### config.mk
export PLATFORM = sky130hd
export DESIGN_NAME = cond_alu
export DESIGN_NICKNAME = d
export VERILOG_FILES = /design/src/rtl/cond_alu_pkg.sv /design/src/rtl/cond_alu_addsub.sv /design/src/rtl/cond_alu_logic.sv /design/src/rtl/cond_alu_flags.sv /design/src/rtl/cond_alu.sv
export SDC_FILE = /design/constraint.sdc
export NUM_CORES = 1
export LEC_CHECK = 0
export BUFFER_PORTS_ARGS = -buffer_cell sky130_fd_sc_hd__buf_2
export CORE_AREA = 2 2 102 104
export DETAILED_ROUTE_END_ITERATION = 8
export DIE_AREA = 0 0 104 106
export GPL_ROUTABILITY_DRIVEN = 1
export PLACE_DENSITY_LB_ADDON = 0.1
export SETUP_SLACK_MARGIN = 0.05
export SLEW_MARGIN = 20
export SYNTH_ARGS = -nofsm -noshare
export SYNTH_HDL_FRONTEND = slang
export SYNTH_SLANG_ARGS = --single-unit
export TNS_END_PERCENT = 50
### constraint.sdc
create_clock -name vclk -period 6.85
set_input_delay 0.3425 -clock vclk [all_inputs]
set_output_delay 0.3425 -clock vclk [all_outputs]
set_load 0.02 [all_outputs]
### src/rtl/cond_alu_pkg.sv
package cond_alu_pkg;
  typedef enum logic [3:0] {
    OP_AND = 4'h0, OP_EOR = 4'h1, OP_SUB = 4'h2, OP_RSB = 4'h3,
    OP_ADD = 4'h4, OP_ADC = 4'h5, OP_SBC = 4'h6, OP_RSC = 4'h7,
    OP_TST = 4'h8, OP_TEQ = 4'h9, OP_CMP = 4'hA, OP_CMN = 4'hB,
    OP_ORR = 4'hC, OP_MOV = 4'hD, OP_BIC = 4'hE, OP_MVN = 4'hF
  } alu_op_e;

  localparam int FLAG_N = 3;
  localparam int FLAG_Z = 2;
  localparam int FLAG_C = 1;
  localparam int FLAG_V = 0;

  function automatic logic op_is_arith(alu_op_e op);
    return op inside {OP_SUB, OP_RSB, OP_ADD, OP_ADC, OP_SBC, OP_RSC, OP_CMP, OP_CMN};
  endfunction

  function automatic logic op_is_test(alu_op_e op);
    return op inside {OP_TST, OP_TEQ, OP_CMP, OP_CMN};
  endfunction
endpackage

### src/rtl/cond_alu_addsub.sv
module cond_alu_addsub
  import cond_alu_pkg::*;
#(
  parameter int WIDTH = 32
) (
  input  alu_op_e          op_i,
  input  logic [WIDTH-1:0] a_i,
  input  logic [WIDTH-1:0] b_i,
  input  logic             c_i,
  output logic [WIDTH-1:0] sum_o,
  output logic             co_o,
  output logic             ovf_o
);
  localparam int MSB = WIDTH - 1;

  logic [WIDTH-1:0] x, y;
  logic             k;
  logic [WIDTH:0]   full;

  // subtract = add inverted subtrahend; carry=1 means no borrow
  always_comb begin
    x = a_i;
    y = b_i;
    k = 1'b0;
    unique case (op_i)
      OP_SUB, OP_CMP: begin x = a_i; y = ~b_i; k = 1'b1; end
      OP_RSB:         begin x = b_i; y = ~a_i; k = 1'b1; end
      OP_ADC:         begin x = a_i; y = b_i;  k = c_i;  end
      OP_SBC:         begin x = a_i; y = ~b_i; k = c_i;  end
      OP_RSC:         begin x = b_i; y = ~a_i; k = c_i;  end
      default:        begin x = a_i; y = b_i;  k = 1'b0; end
    endcase
  end

  assign full  = {1'b0, x} + {1'b0, y} + {{WIDTH{1'b0}}, k};
  assign sum_o = full[MSB:0];
  assign co_o  = full[WIDTH];
  assign ovf_o = (x[MSB] == y[MSB]) && (full[MSB] != x[MSB]);

  always_comb begin
    if (op_i == OP_SUB) AST_SUB_DIFF: assert (sum_o == WIDTH'(a_i - b_i));
    if (op_i == OP_RSC) AST_RSC_DIFF: assert (sum_o == WIDTH'(b_i - a_i + WIDTH'(c_i) - WIDTH'(1)));
  end
endmodule

### src/rtl/cond_alu_logic.sv
module cond_alu_logic
  import cond_alu_pkg::*;
#(
  parameter int WIDTH = 32
) (
  input  alu_op_e          op_i,
  input  logic [WIDTH-1:0] a_i,
  input  logic [WIDTH-1:0] b_i,
  output logic [WIDTH-1:0] res_o
);
  always_comb begin
    unique case (op_i)
      OP_AND, OP_TST: res_o = a_i & b_i;
      OP_EOR, OP_TEQ: res_o = a_i ^ b_i;
      OP_ORR:         res_o = a_i | b_i;
      OP_MOV:         res_o = b_i;
      OP_BIC:         res_o = a_i & ~b_i;
      OP_MVN:         res_o = ~b_i;
      default:        res_o = '0;
    endcase
  end

  always_comb begin
    if (op_i == OP_BIC) AST_BIC_DISJOINT: assert ((res_o & b_i) == '0);
  end
endmodule

### src/rtl/cond_alu_flags.sv
module cond_alu_flags
  import cond_alu_pkg::*;
#(
  parameter int WIDTH = 32
) (
  input  logic [WIDTH-1:0] res_i,
  input  logic             arith_i,
  input  logic             co_i,
  input  logic             ovf_i,
  input  logic [3:0]       flags_i,
  input  logic             shift_co_i,
  input  logic             shift_keep_i,
  input  logic             set_flags_i,
  input  logic             dst_pc_i,
  output logic [3:0]       flags_o,
  output logic             restore_o
);
  logic upd;
  logic c_logic;

  assign upd       = set_flags_i && !dst_pc_i;
  assign restore_o = set_flags_i && dst_pc_i;
  assign c_logic   = shift_keep_i ? flags_i[FLAG_C] : shift_co_i;

  always_comb begin
    flags_o = flags_i;
    if (upd) begin
      flags_o[FLAG_N] = res_i[WIDTH-1];
      flags_o[FLAG_Z] = (res_i == '0);
      flags_o[FLAG_C] = arith_i ? co_i  : c_logic;
      flags_o[FLAG_V] = arith_i ? ovf_i : flags_i[FLAG_V];
    end
  end

  always_comb begin
    if (upd) AST_NZ_EXCL: assert (!(flags_o[FLAG_N] && flags_o[FLAG_Z]));
    if (restore_o) AST_RESTORE_SRC: assert (flags_o == flags_i);
  end
endmodule

### src/rtl/cond_alu.sv
module cond_alu
  import cond_alu_pkg::*;
#(
  parameter int WIDTH = 32
) (
  input  logic [3:0]       op_i,
  input  logic [WIDTH-1:0] op1_i,
  input  logic [WIDTH-1:0] op2_i,
  input  logic [3:0]       flags_i,
  input  logic             shift_co_i,
  input  logic             shift_keep_i,
  input  logic             set_flags_i,
  input  logic             dst_pc_i,
  output logic [WIDTH-1:0] result_o,
  output logic             wr_en_o,
  output logic [3:0]       flags_o,
  output logic             restore_o
);
  alu_op_e          op;
  logic             arith;
  logic [WIDTH-1:0] sum, lres;
  logic             co, ovf;

  assign op    = alu_op_e'(op_i);
  assign arith = op_is_arith(op);

  cond_alu_addsub #(.WIDTH(WIDTH)) i_addsub (
    .op_i (op), .a_i (op1_i), .b_i (op2_i), .c_i (flags_i[FLAG_C]),
    .sum_o(sum), .co_o (co), .ovf_o (ovf)
  );

  cond_alu_logic #(.WIDTH(WIDTH)) i_logic (
    .op_i(op), .a_i(op1_i), .b_i(op2_i), .res_o(lres)
  );

  assign result_o = arith ? sum : lres;
  assign wr_en_o  = !op_is_test(op);

  cond_alu_flags #(.WIDTH(WIDTH)) i_flags (
    .res_i       (result_o),
    .arith_i     (arith),
    .co_i        (co),
    .ovf_i       (ovf),
    .flags_i     (flags_i),
    .shift_co_i  (shift_co_i),
    .shift_keep_i(shift_keep_i),
    .set_flags_i (set_flags_i),
    .dst_pc_i    (dst_pc_i),
    .flags_o     (flags_o),
    .restore_o   (restore_o)
  );

  always_comb begin
    if (!set_flags_i) AST_QUIET_HOLD: assert (flags_o == flags_i);
    if (dst_pc_i) AST_PC_HOLD: assert (flags_o == flags_i);
    if (!arith) AST_LOGIC_KEEP_V: assert (flags_o[FLAG_V] == flags_i[FLAG_V]);
    if (op inside {OP_MOV, OP_MVN}) AST_MOVE_SRC: assert ((result_o == op2_i) || (result_o == ~op2_i));
  end
endmodule

* Word level (Yosys, flattened, before mapping) *
Index checks and enable logic that the tools add are counted.
W data, S select, Z words.

cells by class
  add/subtract/negate cells = 2
  multipliers = 0
  divide/modulo/power cells = 0
  order comparisons = 0
  equality and inequality tests = 17
  shifts and indexed selects = 0
  multiplexer cells = 9
  bitwise logic cells = 6
  reductions and logical operators = 15

operators by type and width
  cell                  count
  $pmux W32 S6          1
  $and A32 B32 Y32      2
  $mux W32              2
  $not A32 Y32          2
  $pmux W32 S2          1
  $add A32 B32 Y33      1
  $add A33 B1 Y33       1
  $eq A4 B4 Y1 const B  8
  $logic_not A32 Y1     1
  $or A32 B32 Y32       1
  $xor A32 B32 Y32      1
  $eq A4 B3 Y1 const B  4
  $reduce_or A3 Y1      3
  $eq A4 B2 Y1 const B  2
  $reduce_bool A8 Y1    1
  $reduce_or A2 Y1      3
  $eq A4 B1 Y1 const B  1
  $logic_not A4 Y1      1
  $mux W4               1
  $reduce_bool A4 Y1    1
  $logic_and A1 B1 Y1   3
  $mux W1               3
  $logic_not A1 Y1      2
  $pmux W1 S2           1
  other kinds (2)       2

word-level totals
  flip-flop bits (word level) = 0
  latch bits = 0
  memory bits (writable) = 0
  bits in read-only memories = 0
  bits of input ports = 76
  output and inout port bits = 38
  word-level logic and storage cells = 49
  memories = 0

* Depth between registers and ports, before layout *
Gate-level depths: netlist of run 1.

  depth in word-level cells = 9
  mapped depth = 23
  gate-level depth less buffers = 18

* Modules after synthesis *
From an unflattened synthesis of run 1, not the netlist that was laid out.

unflattened totals
  cells, all modules = 786
  area, all modules = 6138.4 um2

by module, submodules not included
  module           times used  cells an instance  area each (um2)  seq. area each (um2)
  cond_alu_addsub  1           431                2904.0           0.0
  cond_alu_logic   1           294                2519.9           0.0
  cond_alu         1           39                 539.3            0.0
  cond_alu_flags   1           22                 175.2            0.0

* Worst setup path after synthesis of run 1 *
OpenSTA, ideal clock, no wires.

  kind = input to output
  start point = input op_i[1]
  end point = output flags_o[2]
  arrival = 6.202 ns
  required time = 6.508 ns
  setup slack = 0.306 ns
  cell stages on the path = 23
  path buffers = 6
  path through = buf_4 -> buf_4 -> buf_4 -> clkbuf_1 -> clkbuf_1 -> nand3b_1 -> o21ai_1 -> clkbuf_1 -> nor2_1 -> a211oi_1 -> fa_1 -> inv_1 -> fa_1 -> a21o_2 -> a221o_2 -> a31o_1 -> xor2_1 -> a221o_1 -> or4_1 -> or4_1 -> nor4_1 -> nand4_1 -> o21ai_1

between the ends
  word-level cells in the longest chain between the ends = 8
  elaborated cells between the ends (all ways) = 32
  classes of those cells = add/sub: 2; eq/ne: 15; mux: 6; reduce/logical: 9

RTL lines
  what                                                            line                   RTL
  from (decl)                                                     cond_alu.sv:6          input logic [3:0] op_i,
  $eq A4 B2 Y1, or another cell as far along                      n/a
  $reduce_or A3 Y1 (no line) or $reduce_or A2 Y1 (tied branches)  n/a
  $pmux W32 S2 or $mux W32 (tied branches)                        cond_alu_addsub.sv:25  unique case (op_i)
  $add A32 B32 Y33                                                cond_alu_addsub.sv:35  assign full = {1'b0, x} + {1'b0, y} + {{WIDTH{1'b0}}, k};
  $add A33 B1 Y33                                                 cond_alu_addsub.sv:35
  $mux W32 (*)                                                    cond_alu.sv:36         assign result_o = arith ? sum : lres;
  via result_o[10]                                                cond_alu.sv:14         output logic [WIDTH-1:0] result_o,
  $logic_not A32 Y1 (*)                                           cond_alu_flags.sv:29   flags_o[FLAG_Z] = (res_i == '0);
  $mux W4 (*)                                                     cond_alu_flags.sv:27   if (upd) begin
  to (decl)                                                       cond_alu.sv:16         output logic [3:0] flags_o,

Mark *: on every way through the listed nets, which the timed path passes. The rest lies on a longest branch.

* Worst setup path after layout of run 1 *
  start point = input op_i[3]
  end point = output flags_o[2]

between the ends
  word-level cells in the longest chain between the ends = 8
  elaborated cells between the ends (all ways) = 32
  classes of those cells = add/sub: 2; eq/ne: 15; mux: 6; reduce/logical: 9

RTL lines
  what                                                            line
  $eq A4 B2 Y1, or another cell as far along                      n/a
  $reduce_or A3 Y1 (no line) or $reduce_or A2 Y1 (tied branches)  n/a
  $pmux W32 S2 or $mux W32 (tied branches)                        cond_alu_addsub.sv:25
  $add A32 B32 Y33                                                cond_alu_addsub.sv:35
  $add A33 B1 Y33                                                 cond_alu_addsub.sv:35
  $mux W32 (*)                                                    cond_alu.sv:36
  $logic_not A32 Y1 (*)                                           cond_alu_flags.sv:29
  $mux W4 (*)                                                     cond_alu_flags.sv:27

Every way passes the cells marked *; elsewhere a longest branch is shown, timed or not.

==> results of run 1 <==
[final timing paths]
kind | startpoint | endpoint | slack [ns] | cells after the start
setup / recovery | op_i[3] | flags_o[2] | 0.83 | 16
hold / removal | flags_i[2] | flags_o[2] | 1.01 | 4
[per-stage QoR]
step / std cells / setup WS [ns] / hold slack (ns) / util [%] / instance area, um2
after detailed placement: 1132 / 0.958 / 1.02 / 62.1 / 6210
after floorplan: 938 / 0.306 / 0.864 / - / 5720
after global placement: 1132 / 1.07 / 1.01 / 62.1 / 6210
after CTS: 1132 / 0.964 / 1.02 / 62.1 / 6210
final: 1132 / 0.828 / 1.01 / 62.1 / 6210
after global routing: 1132 / 0.615 / 1.04 / 62.1 / 6210
[routing by layer]
metal	share of wire [%]	GRT usage [%]
met5	0	0
met4	6.9	23.7
met3	8.0	3.13
met2	45	60.0
met1	40	43.7
[cell usage in the layout (no fill, tap or decap), types with 17 or more instances in the layout]
master,instances
xnor2_1,21
nand2_1,115
buf_2,114
a31oi_1,18
o21ai_0,155
nor2_1,60
inv_1,81
nand3_1,17
a21oi_1,63
ha_1,63
[where the power goes]
| part | internal (W) | switching (W) |
|---|---|---|
| Clock | 0 | 0 |
| Combinational | 0.000277 | 0.000486 |
| Sequential | 0 | 0 |
| Total | 0.000277 | 0.000486 |
[kinds of logic (layout without fill, tap and decap cells)]
logic type | after synthesis | in the layout | share of synthesized area (%)
compound gates | 380 | 380 | 41.7
simple gates | 300 | 300 | 25.3
xor+xnor | 34 | 34 | 5.20
mux | 8 | 8 | 1.44
buf+inv | 151 | 209 | 11.9
fa+ha+maj | 65 | 65 | 14.5
[worst max-delay path: cells and delay by family]
family,cells,cell delay (ns)
AOI/OAI and AO/OA,5,1.16
xor gates and xnor gates,1,0.15
adders and majority gates,1,0.48
buffers and inverters,3,1.22
and+or+nand+nor,6,2.28
[layout make-up]
cell class	instances	share of cell area [%]
well taps	136	2.74
repair buffers	128	10.9
multi-input cells	787	81.5
inverters	81	4.90
==> metrics, run 1 <==
status=complete, no violations; WS Path Type=primary input to output pin; total power=0.000763 W; largest cells by area after synthesis=ha_1 (14%), o21ai_0 (14%), nand2_1 (7.5%), a21oi_1 (5.5%), inv_1 (5.3%); Die W=104 um; Worst EP arrival=5.68 ns; first-pass GRT wire length=32.8 mm; cell mode on critical path=or4_1; Worst Hold Class=primary input to output pin; worst path cell trace=buf_2 -> nand3b_1 -> buf_4 -> o21ai_0 -> fa_1 -> a21o_2 -> a221o_2 -> xnor2_1 -> a32oi_1 -> or4_1 -> or4_1 -> or4_1 -> nor4_1 -> nand4_1 -> o21ai_1 -> buf_2; Core ar.=10000 um2; initial antenna violation count=0; count leader, synth=o21ai_0; Final Wtd Congestion=0.975; pwr dens=123 nW/um2; Port Buf Inserts=114; area grow syn2layout=8.46%; fraction of layout cells with a size suffix above 1=15.2%; Detail Route Antenna Nets=0; setup repair bufs after CTS=0; post-DP HPWL=15.3 mm; Max-slew headroom=30.1%; post-synthesis average cell area=6.10 um2; seq_cells=0; die height=106 um; Via Count=7385; Crit path required time=6.51 ns; top cells by count, synth=o21ai_0 (155), nand2_1 (115), inv_1 (81); RSZ-0062 raised after global routing=false; Slew @ Worst Pin=1.05 ns; Hold-fix buffers, CTS=0; multi-input logic area=5060 um2; register area=0 um2; Site Rows=37; largest net degree at the start of global routing=94; post-layout min period=6.02 ns; Worst VDD drop=67.7 uV; Setup violations, final=0; Post-Route Setup TNS=0 ns; die area=11000 um2; first-pass detailed-route iteration total=7; FMAX=0.166 GHz; overflow left after global routing=0; Crit Path Max Fanout=93; Syn Inst Count=938; Layout fillers=1050; Seq/Total Area, Yosys=0%; I/O Pins=114; CP max-delay cell=buf_4; WL final=20.7 mm; vias in the first global route=6630; Netlist Area Pre-Place=5720 um2; initial core utilization=57.2%; vias per inst=6.52; post-cts resize count=0; initial drt markers=609; Worst path max stage delay=0.66 ns; DRC Markers=0; Final nets=1139; GRT Total Usage=35.7%; largest area contributor in the netlist=ha_1; CP endpoint kind=output pin; WL/cell=18.3 um; Slew Limit Fails=0; Ys Warns=0; CLK BUF=0; Yosys top cell area share=13.8%; maximum capacitance violations=0; Diodes inserted=0; period utilization=87.9%; Pleak=2.89 nW; syn nets=1079; Startpoint Class=primary input; Cell variety after synth=84; final hold violation count=0
Note: power is estimated with default switching activity, not from simulation.
==> run 2, diff against run 1 <==
PLACE_DENSITY = 0.83   (was not set)
PLACE_DENSITY_LB_ADDON = not set   (was 0.1)
==> metrics, run 2 (same netlist as run 1, synthesis figures left out) <==
status=complete, no violations; setup repair bufs after CTS=0; Core ar.=10000 um2; period utilization=86.7%; fraction of layout cells with a size suffix above 1=15.0%; post-cts resize count=0; Via Count=7423; Port Buf Inserts=114; worst hold start=dst_pc_i; maximum capacitance violations=0; first-pass GRT wire length=32.4 mm; vias per inst=6.56; Die W=104 um; initial core utilization=57.2%; register area=0 um2; Worst Hold Class=primary input to output pin; post-layout min period=5.94 ns; first-pass detailed-route iteration total=6; most frequent cells in the layout=o21ai_0 (155), nand2_1 (115), buf_2 (114), inv_1 (81); Post-Route Setup TNS=0 ns; CP endpoint kind=output pin; pwr dens=124 nW/um2; Layout fillers=1026; Worst VDD drop=61.6 uV; die height=106 um; GRT Total Usage=35.3%; RSZ-0062 raised after global routing=false; WS Path Type=primary input to output pin; post-DP HPWL=15.4 mm; Hold EP=restore_o; I/O Pins=114; DRC Markers=0; Crit path required time=6.51 ns; Setup violations, final=0; Site Rows=37; initial drt markers=803; Final Cell Area=6190 um2; Slew @ Worst Pin=0.834 ns; seq_cells=0; Worst Hold Depth=3; Worst EP arrival=5.60 ns; Pleak=2.89 nW; vias in the first global route=6607; Hold-fix buffers, CTS=0; die area=11000 um2; Final Wtd Congestion=0.963; CLK BUF=0; Diodes inserted=0; area of placed instances=6190 um2; leading cell type in the layout, fill and taps excluded=o21ai_0; placed instance count=1131; final hold violation count=0; WL final=20.2 mm; initial antenna violation count=0; Detail Route Antenna Nets=0; final std cells w/o fill=1131; Final nets=1138; largest net degree at the start of global routing=61; crit path from=op_i[3]; Slew Limit Fails=0; Max-slew headroom=44.3%; overflow left after global routing=0; Startpoint Class=primary input; WL/cell=17.9 um; area grow syn2layout=8.24%; FMAX=0.168 GHz; Crit Path Max Fanout=36
-- run 2: cell count changes in the layout (fill, tap and decap cells not counted), sizes merged --
cell,before,now
buf,128,127
-- run 2: power breakdown --
part | total (W) | internal [W] | switching (W)
registers | 0 | 0 | 0
logic | 0.000767 | 0.000278 | 0.000490
clock network | 0 | 0 | 0
total | 0.000767 | 0.000278 | 0.000490
-- run 2: per-layer routing --
layer | routed length (um) | up-vias | track usage [%]
met1 | 7970 | 3299 | 45.6
met4 | 1270 | 0 | 19.0
met3 | 2140 | 89 | 3.19
li1 | - | 3577 | -
met5 | 0 | - | 0
met2 | 8830 | 458 | 58.1
-- run 2: stage by stage --
step	hold WS (ns)	total power (W)	setup WS, ns	utilization [%]
2_1_floorplan	0.864	0.000540	0.306	-
3_3_place_gp	1.02	0.000735	1.11	61.9
3_5_place_dp	1.02	0.000745	0.955	61.9
4_1_cts	1.03	0.000748	0.952	61.9
5_1_grt	1.03	0.000833	0.559	61.9
6_report	1.02	0.000767	0.912	61.9
-- run 2: layout make-up --
type                       count  area (um2)  share of cell area (%)
tap                          136         170                    2.75
timing repair buffer         127         668                    10.8
multi-input combinational    787        5050                    81.6
inverter                      81         304                    4.91
-- run 2: worst max-delay path by stage --
stage                      end  cells after the start
global route        flags_o[2]                     19
detailed placement  flags_o[2]                     19
global placement    flags_o[2]                     19
floorplan           flags_o[2]                     23
CTS                 flags_o[2]                     19
finish              flags_o[2]                     19
-- run 2: critical path, stage by stage --
cell      delay (ns)
buf_2           0.36
nand3b_1        0.23
buf_4           0.32
nor2_1          0.07
a211oi_1        0.31
fa_1            0.28
inv_1           0.07
fa_1            0.46
a21o_2          0.24
a221o_2         0.39
a31o_1          0.23
xor2_1          0.14
a221o_1         0.31
or4_1           0.54
or4_1           0.48
nor4_1          0.37
nand4_1         0.12
o21ai_1         0.14
buf_2           0.18
